==> src/rtl/bridge_fault_diag.sv <==
module bridge_fault_diag #(
  parameter int PHASES      = 3,
  parameter int SYNC_STAGES = 2
) (
  input  logic              clk,
  input  logic              rst_n,
  input  logic              en_i,
  input  logic [PHASES-1:0] hi_cmd_i,
  input  logic [PHASES-1:0] lo_cmd_i,
  input  logic [PHASES-1:0] ds_hi_trip_i,
  input  logic [PHASES-1:0] ds_lo_trip_i,
  input  logic              drain_open_i,
  input  logic              bat_ov_i,
  input  logic              bat_uv_i,
  input  logic              gsup_uv_i,
  input  logic              lsup_uv_i,
  input  logic              therm_i,
  output logic              fault_n_o,
  output logic              ov_flag_o,
  output logic              ov_oe_o,
  output logic              uv_flag_o,
  output logic              uv_oe_o,
  output logic              gate_off_o,
  output logic              boost_off_o,
  output logic              reg_off_o,
  output logic [PHASES-1:0] stg_o,
  output logic [PHASES-1:0] stb_o
);

  localparam int RAW_W = 2*PHASES + 6;

  logic [RAW_W-1:0] raw;
  logic [RAW_W-1:0] sq [SYNC_STAGES];

  logic [PHASES-1:0] ds_hi_s, ds_lo_s;
  logic open_s, ov_s, uv_s, gsup_s, lsup_s, therm_s;
  logic hiz, shut;

  assign raw = {ds_hi_trip_i, ds_lo_trip_i, drain_open_i,
                bat_ov_i, bat_uv_i, gsup_uv_i, lsup_uv_i, therm_i};

  always_ff @(posedge clk or negedge rst_n) begin
    if (!rst_n) begin
      for (int i = 0; i < SYNC_STAGES; i++) sq[i] <= '0;
    end else begin
      sq[0] <= raw;
      for (int i = 1; i < SYNC_STAGES; i++) sq[i] <= sq[i-1];
    end
  end

  assign {ds_hi_s, ds_lo_s, open_s, ov_s, uv_s, gsup_s, lsup_s, therm_s} =
         sq[SYNC_STAGES-1];

  for (genvar p = 0; p < PHASES; p++) begin : g_phase
    assign stb_o[p] = en_i & lo_cmd_i[p] & ds_lo_s[p];
    assign stg_o[p] = en_i & ((hi_cmd_i[p] & ds_hi_s[p]) | open_s);
  end

  assign hiz  = therm_s | lsup_s;
  assign shut = hiz | uv_s;

  assign fault_n_o = ~(ov_s | uv_s | gsup_s | hiz | (|stg_o) | (|stb_o));

  assign ov_oe_o   = ~hiz;
  assign uv_oe_o   = ~hiz;
  assign uv_flag_o = uv_s & ~hiz;
  assign ov_flag_o = ov_s & ~uv_s & ~hiz;

  assign gate_off_o  = shut;
  assign boost_off_o = shut;
  assign reg_off_o   = shut;

endmodule

==> config.mk <==
export PLATFORM = sky130hd
export DESIGN_NAME = bridge_fault_diag
export DESIGN_NICKNAME = d
export VERILOG_FILES = /design/src/rtl/bridge_fault_diag.sv
export SDC_FILE = /design/constraint.sdc
export NUM_CORES = 1
export LEC_CHECK = 0
export BUFFER_PORTS_ARGS = -buffer_cell sky130_fd_sc_hd__buf_2
export CORE_MARGIN = 2
export CORE_UTILIZATION = 40
export DETAILED_ROUTE_END_ITERATION = 6
export GPL_TIMING_DRIVEN = 0
export PLACE_DENSITY = 0.7
export SLEW_MARGIN = 20
export SYNTH_ARGS = -nofsm -noshare
export SYNTH_HDL_FRONTEND = slang
export SYNTH_SLANG_ARGS = --single-unit
export TNS_END_PERCENT = 10
==> constraint.sdc <==
create_clock -name clk -period 1.46 [get_ports clk]
set_input_delay 0.365 -clock clk [delete_from_list [all_inputs] [get_ports clk]]
set_output_delay 0.365 -clock clk [all_outputs]
set_load 0.01 [all_outputs]
==> results of run 1 <==
==> metal layers <==
layer  vias up  wire [um]  track usage [%]  share of wire, %
met5         -          0                0                 0
met4         0         16             5.56               1.5
met3         2         58             3.85               5.4
met2        16        559             14.5                52
met1       204        432             12.6                41
li1        228          -                -                 -
==> logic make-up (layout without fill, tap and decap cells) <==
kind of cell	Yosys count	in the layout	synth area share (%)
flip-flops	24	24	80.5
AND/OR/NAND/NOR	14	14	12.9
AO/OA/AOI/OAI	4	4	3.02
buffers and inverters	4	43	3.52
==> through the flow <==
stage / hold WS [ns] / std cells / util, % / setup WS, ns / instance area, um2
4_1_cts: 0.0157 / 110 / 56.8 / -0.426 / 991
5_1_grt: 0.0317 / 110 / 58.0 / -0.517 / 1010
2_1_floorplan: 0.0694 / 46 / - / -0.0161 / 746
6_report: 0.00889 / 110 / 58.0 / -0.424 / 1010
3_5_place_dp: 0.335 / 105 / 54.3 / -0.0964 / 947
3_3_place_gp: 0.334 / 105 / 54.3 / -0.0939 / 947
==> layout make-up <==
| cell class | count | share of cell area (%) |
|---|---|---|
| plain buffers | 3 | 2.22 |
| clock buffers | 4 | 3.58 |
| inverters | 1 | 0.371 |
| multi-input cells | 18 | 13.8 |
| flip-flops and latches | 24 | 59.3 |
| well taps | 25 | 3.09 |
| repair buffers | 35 | 17.6 |
==> Yosys cell counts <==
cell                        n
sky130_fd_sc_hd__a21boi_0   1
sky130_fd_sc_hd__nor2b_1    3
sky130_fd_sc_hd__and4bb_1   1
sky130_fd_sc_hd__nand2_1    1
sky130_fd_sc_hd__and3_2     2
sky130_fd_sc_hd__a21oi_1    3
sky130_fd_sc_hd__nor3_1     1
sky130_fd_sc_hd__and2_1     1
sky130_fd_sc_hd__dfrtp_1   24
sky130_fd_sc_hd__and3_1     1
sky130_fd_sc_hd__inv_1      1
sky130_fd_sc_hd__nor3_2     1
sky130_fd_sc_hd__nor2_1     2
sky130_fd_sc_hd__or3_4      1
sky130_fd_sc_hd__buf_4      3
==> cell usage in the layout, fill, tap and decap left out, types with 2 or more instances in the layout <==
cell,instances
sky130_fd_sc_hd__nor2b_1,3
sky130_fd_sc_hd__a21oi_2,3
sky130_fd_sc_hd__dfrtp_1,24
sky130_fd_sc_hd__buf_2,34
sky130_fd_sc_hd__buf_4,4
sky130_fd_sc_hd__clkbuf_4,3
sky130_fd_sc_hd__nor2_1,2
==> registers in the layout (all words and copies together) (netlist names) <==
register	count
ds_hi_s	3
ov_s	1
gsup_s	1
sq	14
open_s	1
ds_lo_s	3
lsup_s	1
==> power groups by stage <==
stage	clock network [mW]	logic, mW	registers (mW)
final	0.317	0.0949	0.710
after global routing	0.356	0.106	0.714
after CTS	0.327	0.0914	0.708
after detailed placement	0	0.0897	0.721
after global placement	0	0.0885	0.720
after floorplan	0	0.0340	0.718
==> how the worst max path moves through the flow <==
stage                      from   endpoint  depth (start not counted)
after floorplan           sq[3]  fault_n_o                          3
after global placement    sq[3]  fault_n_o                          4
after detailed placement  sq[3]  fault_n_o                          4
after CTS                 sq[0]  fault_n_o                          4
after global routing      sq[0]  fault_n_o                          4
final                     sq[0]  fault_n_o                          4
==> what timing repair did <==
action                                  in CTS  in global routing
buffers inserted                             1                  0
hold buffers                                 0                  0
resized for setup                            0                  5
endpoints found under the setup margin       7                 10
cloned                                       0                  0
pin swaps                                    1                  0
==> results.tsv, run 1 <==
metric	value	unit
outcome	finished with violations	
violations	negative setup slack	
synth.top_cells.by_area	sky130_fd_sc_hd__dfrtp_1, sky130_fd_sc_hd__buf_4, sky130_fd_sc_hd__nor2b_1	
drt_pre_antenna_iters	3	
grt_antenna_before_repair	0	
synth.net_count	67	
initial_cell_density_of_the_core	42.7	%
path_delay_family	simple AND/OR/NAND/NOR gates	
timing.critical_path.cells	or3_4 > nor3_4 > and4bb_1 > buf_2	
floorplan.io_pins	35	
globalRouteTotalUtil	9.89	%
clk_pin_slew_worst_paths	0.11	ns
comb_power_share	8.5	%
post_synth_num_cell_types	15	
final_min_period	1.88	ns
min-delay-path-class	primary input to async pin	
cts_tree	built	
internal_power	0.898	mW
wire_per_inst	9.69	um
p_clk_share	28.3	%
power.density_cell_area	1110	nW/um2
final_critical_path_setup_slack	-0.424	ns
leakagePower	0.517	nW
cp-start-kind	register	
max-cap-violations	0	
synth-warning-count	0	
grt_pass1_wl	1.48	mm
area_delta_synth_final	35.7	%
rrSetupSlack	0.98	ns
worst_ep_arrival_time	1.52	ns
total_of_endpoints_with_negative_setup_slack_in_the_final_report	7	
slew_violations	0	
netSwitchingFraction	19.9	%
worst_slew_margin_rel	68.2	%
clock_tree_buffer_depth	2	
crit_path_max_incr_delay	0.41	ns
critical_path.max_fanout	3	
wl	1.07	mm
fin_nets	107	
largest_net_degree_at_the_start_of_global_routing	25	
fp.dieArea	2230	um2
clock.fmax	531	MHz
regToRegEndpoint	sq[3]	
post-synth-top-area-fraction	80.5	%
row_count	15	
post-layout-total-power	1.12	mW
fin_crit_sh	129	%
drive_above_1_share	57.6	%
synth_top_area_cell	sky130_fd_sc_hd__dfrtp_1	
power.ir.vdd_worst	0.815	mV
placement.io_buffers	34	
die-height	47.2	um
syn_inst	46	
chipWidth	47.2	um
drtIter0Drc	2	
clockRootBuffer	sky130_fd_sc_hd__clkbuf_4	
tns	-1.75	ns
kind_of_capture_point_of_the_worst_setup_path	output port	
seqCellArea	601	um2
grt_overflow_total	0	
criticalPathCategory	register to output port	
postSynthRegisterBits	24	
setup_clock_skew_after_layout	0.000505	ns
globalplace.congestion	0.606	
dpl.hpwl	786	um
worst_ep_required_time	1.10	ns
ant_nets	0	
clock_tree.htree_level_count	1	
numClockSinks	24	
rr_startpoint	sq[15]	
number_of_vias_in_the_routed_layout	450	
nFillCells	153	
finalHoldViolations	0	
worstMarginPinSlew	0.476	ns
syn_avg_cell_area	16.2	um2
clock_latency	0.29	ns
mappedNetlistArea	746	um2
synth_seq_area_share	80.5	%
first_global_vias	375	
seqPwrFrac	63.2	%
r2r_cells	0	
cts_made_buffers	3	
switching_power	0.224	mW
multi_input_area	140	um2
post-route-drc-count	0	
viasPerCell	4.09	
grt_setup_unrepaired	yes	
core-area	1750	um2
cp_slowest_cell	sky130_fd_sc_hd__or3_4	
antennaDiodeCount	0	
worst-path-buf-inv	1	
Power figures use the tool's default switching activity.
==> run 2, diff against run 1 <==
CAP_MARGIN = 20   (was not set)
CORE_UTILIZATION = 43   (was 40)
PLACE_DENSITY = 0.75   (was 0.7)
==> run 2 against run 1 <==
Net effect: clock power barely moved; the flow still finishes with violations (negative setup slack); critical path type unchanged; flip-flop and latch count did not move; sequential power barely moved; via count fell by 0.89%; design area fell by 3.1%.
==> results.tsv, run 2 (synthesized netlist as in run 1, its figures left out) <==
metric	value	unit
outcome	finished with violations	
violations	negative setup slack	
grt_antenna_before_repair	0	
initial_cell_density_of_the_core	44.6	%
fin_nets	107	
largest_register_ffs	14	
total_of_endpoints_with_negative_setup_slack_in_the_final_report	6	
nFillCells	143	
internal_power	0.896	mW
utilization	58.7	%
placed_cell_area	937	um2
clock_tree.htree_level_count	1	
placement.io_buffers	34	
power.density_cell_area	1140	nW/um2
criticalPathCategory	register to output port	
met3RoutedLength	55	um
chipWidth	45.6	um
wire_per_inst	9.81	um
most_common_cell_after_layout_fill_and_taps_aside	sky130_fd_sc_hd__buf_2	
fp.dieArea	2080	um2
area_delta_synth_final	31.5	%
clock.fmax	536	MHz
dp_worst_setup_slack	-0.113	ns
power.ir.vdd_worst	0.823	mV
seqPwrFrac	63.5	%
switching_power	0.219	mW
row_count	15	
most-common-layout-cells	sky130_fd_sc_hd__buf_2, sky130_fd_sc_hd__dfrtp_1, sky130_fd_sc_hd__buf_4	
numClockSinks	24	
final_min_period	1.86	ns
grt_setup_unrepaired	yes	
setup_clock_skew_after_layout	0.00225	ns
number_of_vias_in_the_routed_layout	446	
core-area	1670	um2
die-height	45.6	um
largest_register	sq	
holdBufCountCts	0	
critical_path.max_fanout	2	
cts_made_buffers	3	
clockRootBuffer	sky130_fd_sc_hd__clkbuf_4	
leakagePower	0.521	nW
drt_pre_antenna_iters	2	
cts_tree	built	
first_global_vias	369	
fin_crit_sh	128	%
slew_violations	0	
ant_nets	0	
cts_resized	0	
clock_latency	0.29	ns
wl	1.00	mm
tns	-1.78	ns
worst_ep_required_time	1.10	ns
floorplan.io_pins	35	
worst_slew_margin_rel	68.3	%
p_clk_share	28.5	%
dr_wl_met2	505	um
viasPerCell	4.37	
met1Wirelength	416	um
drtIter0Drc	1	
netSwitchingFraction	19.7	%
antennaDiodeCount	0	
final_critical_path_setup_slack	-0.405	ns
drive_above_1_share	54.1	%
comb_power_share	8.0	%
min-delay-path-class	primary input to async pin	
dpl.hpwl	801	um
clock_tree_buffer_depth	2	
post-route-drc-count	0	
globalRouteTotalUtil	10.1	%
worst_ep_arrival_time	1.50	ns
grt_pass1_wl	1.44	mm
cp-start-kind	register	
finalHoldViolations	0	
globalplace.congestion	0.598	
uppermost_layer_routed	met4	
kind_of_capture_point_of_the_worst_setup_path	output port	
max-cap-violations	0	
stdcell_area	981	um2
worstMarginPinSlew	0.475	ns
largest_net_degree_at_the_start_of_global_routing	25	
clk_pin_slew_worst_paths	0.11	ns
grt_overflow_total	0	
run 2: through the flow:
stage | hold slack, ns | power [mW] | instances
floorplan | 0.0694 | 0.752 | 46
detailed placement | 0.336 | 0.811 | 97
global route | 0.0325 | 1.17 | 102
global placement | 0.333 | 0.808 | 97
CTS | 0.00883 | 1.13 | 102
finish | 0.00899 | 1.12 | 102
run 2: repair_timing:
action | in CTS | in global routing
setup buffers | 1 | 0
cloned | 0 | 0
pin swaps | 1 | 0
endpoints found under the setup margin | 6 | 10
run 2: per-layer routing:
metal	global-route usage [%]	vias up
li1	-	223
met1	12.4	204
met2	15.5	17
met3	1.19	2
met4	8.82	0
met5	0	-
run 2: path summary, 6_finish.rpt:
| kind | end | slack (ns) | depth (start not counted) | from |
|---|---|---|---|---|
| worst max register to register | ds_lo_s[2] | 0.98 | 0 | sq[20] |
| max in group asynchronous | gsup_s | 1.13 | 1 | rst_n |
| worst min-delay path | sq[22] | 0.009 | 1 | rst_n |
| worst max-delay path | fault_n_o | -0.40 | 4 | lsup_s |
| min in group clk | sq[12] | 0.16 | 1 | therm_i |
| worst min register to register | ds_hi_s[2] | 0.36 | 0 | sq[23] |
run 2: worst max-delay path, stage by stage (launching register included):
cell and delay, ns:
sky130_fd_sc_hd__dfrtp_1 0.39, sky130_fd_sc_hd__or3_4 0.39, sky130_fd_sc_hd__nor3_2 0.11, sky130_fd_sc_hd__and4bb_1 0.19
sky130_fd_sc_hd__buf_2 0.12
run 2: layout make-up:
| cell class | instances | area [um2] | share of cell area, % |
|---|---|---|---|
| inverter | 1 | 3.75 | 0.383 |
| tap | 17 | 21.3 | 2.17 |
| multi-input combinational | 18 | 119 | 12.1 |
| clock buffer | 4 | 36.3 | 3.70 |
| buffer | 3 | 22.5 | 2.30 |
| sequential | 24 | 601 | 61.2 |
| timing repair buffer | 35 | 178 | 18.1 |
run 2: power by group through the flow:
stage	Clock, mW	Combinational (mW)	Sequential [mW]
after CTS	0.330	0.0916	0.708
after floorplan	0	0.0340	0.718
final	0.318	0.0896	0.708
after global placement	0	0.0880	0.720
after detailed placement	0	0.0898	0.721
after global routing	0.354	0.101	0.711
==> run 3, diff against run 2 <==
RECOVER_POWER = 100   (was not set)
==> run 3 against run 2 <==
Net effect: the flow still finishes with violations (negative setup slack); flip-flop and latch count is the same; clock skew did not move; first-iteration DRC count did not move; sequential power about the same; clock power about the same; combinational power shrank 0.8%; total power barely moved; global-route usage did not move; via count is 0.90% lower; wire length up 0.20%; critical path type unchanged; critical endpoint unchanged.
==> results.tsv, run 3 (synthesized netlist as in run 1, its figures left out) <==
metric	value	unit
numClockSinks	24	
cts_tree	built	
cts_resized	0	
most_common_cell_after_layout_fill_and_taps_aside	sky130_fd_sc_hd__buf_2	
post-route-drc-count	0	
first_global_vias	369	
fin_nets	107	
placed_cell_area	937	um2
fin_crit_sh	128	%
wl	1.00	mm
crit_path_max_incr_delay	0.39	ns
floorplan.io_pins	35	
setup_clock_skew_after_layout	0.00225	ns
area_delta_synth_final	31.2	%
outcome	finished with violations	
path_delay_family	simple AND/OR/NAND/NOR gates	
holdCritStartpoint	therm_i	
worstSetupStartpoint	lsup_s	
largest_register_ffs	14	
clock_latency	0.29	ns
worst_ep_arrival_time	1.50	ns
globalRouteTotalUtil	10.1	%
clockRootBuffer	sky130_fd_sc_hd__clkbuf_4	
row_count	15	
worst-path-buf-inv	1	
cts_made_buffers	3	
antennaDiodeCount	0	
power.density_cell_area	1140	nW/um2
drtIter0Drc	1	
die-height	45.6	um
rr_startpoint	sq[20]	
total_of_endpoints_with_negative_setup_slack_in_the_final_report	6	
power.ir.vdd_worst	0.822	mV
cp-start-kind	register	
drt_pre_antenna_iters	2	
path_depth	4	
core-area	1670	um2
drive_above_1_share	51.8	%
clock.fmax	536	MHz
leakagePower	0.513	nW
hold_end	sq[12]	
finalHoldViolations	0	
critical_path.max_fanout	2	
initial_cell_density_of_the_core	44.6	%
largest_register	sq	
largest_net_degree_at_the_start_of_global_routing	25	
holdBufCountCts	0	
final_critical_path_setup_slack	-0.405	ns
grt_overflow_total	0	
grt_antenna_before_repair	0	
most-common-layout-cells	sky130_fd_sc_hd__buf_2, sky130_fd_sc_hd__dfrtp_1, sky130_fd_sc_hd__buf_4	
final_min_period	1.86	ns
ant_nets	0	
worstMarginPinSlew	1.13	ns
number_of_vias_in_the_routed_layout	442	
chipWidth	45.6	um
worst_slew_margin_rel	24.5	%
viasPerCell	4.33	
grt_setup_unrepaired	yes	
clk_pin_slew_worst_paths	0.11	ns
rrSetupSlack	0.98	ns
worst_ep_required_time	1.10	ns
wire_per_inst	9.83	um
finalHoldWorstSlack	0.165	ns
max-cap-violations	0	
stdcell_area	978	um2
clock_tree.htree_level_count	1	
kind_of_capture_point_of_the_worst_setup_path	output port	
clock_tree_buffer_depth	2	
slew_violations	0	
grt_pass1_wl	1.44	mm
placement.io_buffers	34	
globalplace.congestion	0.598	
regToRegEndpoint	ds_lo_s[2]	
fp.dieArea	2080	um2
min-delay-path-class	primary input to register	
tns	-1.78	ns
timing.critical_path.cells	or3_4 > nor3_2 > and4bb_1 > buf_2	
violations	negative setup slack	
criticalPathCategory	register to output port	
r2r_cells	0	
dpl.hpwl	801	um
post-layout-total-power	1.11	mW
timing.hold.worst_path_depth	1	
cp_slowest_cell	sky130_fd_sc_hd__dfrtp_1	
==> run 3: cell count changes in the layout (fill, tap and decap cells not counted) <==
cell / change
sky130_fd_sc_hd__clkbuf_1: +2
sky130_fd_sc_hd__buf_2: -5
sky130_fd_sc_hd__clkbuf_2: +3
==> run 3: area by class of cell <==
| cell class | instances | area [um2] |
|---|---|---|
| Multi-Input combinational cell | 18 | 119 |
| Tap cell | 17 | 21.3 |
| Sequential cell | 24 | 601 |
| Timing Repair Buffer | 35 | 175 |
| Clock buffer | 4 | 36.3 |
| Inverter | 1 | 3.75 |
| Buffer | 3 | 22.5 |
| Fill cell | 142 | 692 |
==> run 3: repair_timing <==
| item | 4_1_cts | 5_1_grt |
|---|---|---|
| buffers inserted | 1 | 0 |
| pin swaps | 1 | 0 |
| endpoints found under the setup margin | 6 | 10 |
==> run 3: metal layers <==
layer	GRT usage [%]	wire, um
met5	0	0
met2	15.5	506
met1	12.4	417
met4	8.82	24
met3	1.19	54
==> run 3: worst max path at each step <==
stage / end / slack [ns]
global placement: fault_n_o / -0.09
detailed placement: fault_n_o / -0.11
global route: fault_n_o / -0.48
CTS: fault_n_o / -0.43
finish: fault_n_o / -0.40
floorplan: fault_n_o / -0.02
==> run 3: report_power, final <==
group	internal [mW]	switching [mW]	total [mW]	leakage (nW)
Sequential	0.698	0.0101	0.708	0.280
Combinational	0.0454	0.0435	0.0889	0.212
Clock	0.152	0.166	0.318	0.0210
Total	0.895	0.219	1.11	0.513
==> run 3: stage by stage <==
stage	setup WS (ns)	cells	utilization (%)
2_1_floorplan	-0.0161	46	-
5_1_grt	-0.481	102	58.6
4_1_cts	-0.427	102	58.7
3_3_place_gp	-0.0937	97	56.1
3_5_place_dp	-0.113	97	56.1
6_report	-0.405	102	58.6
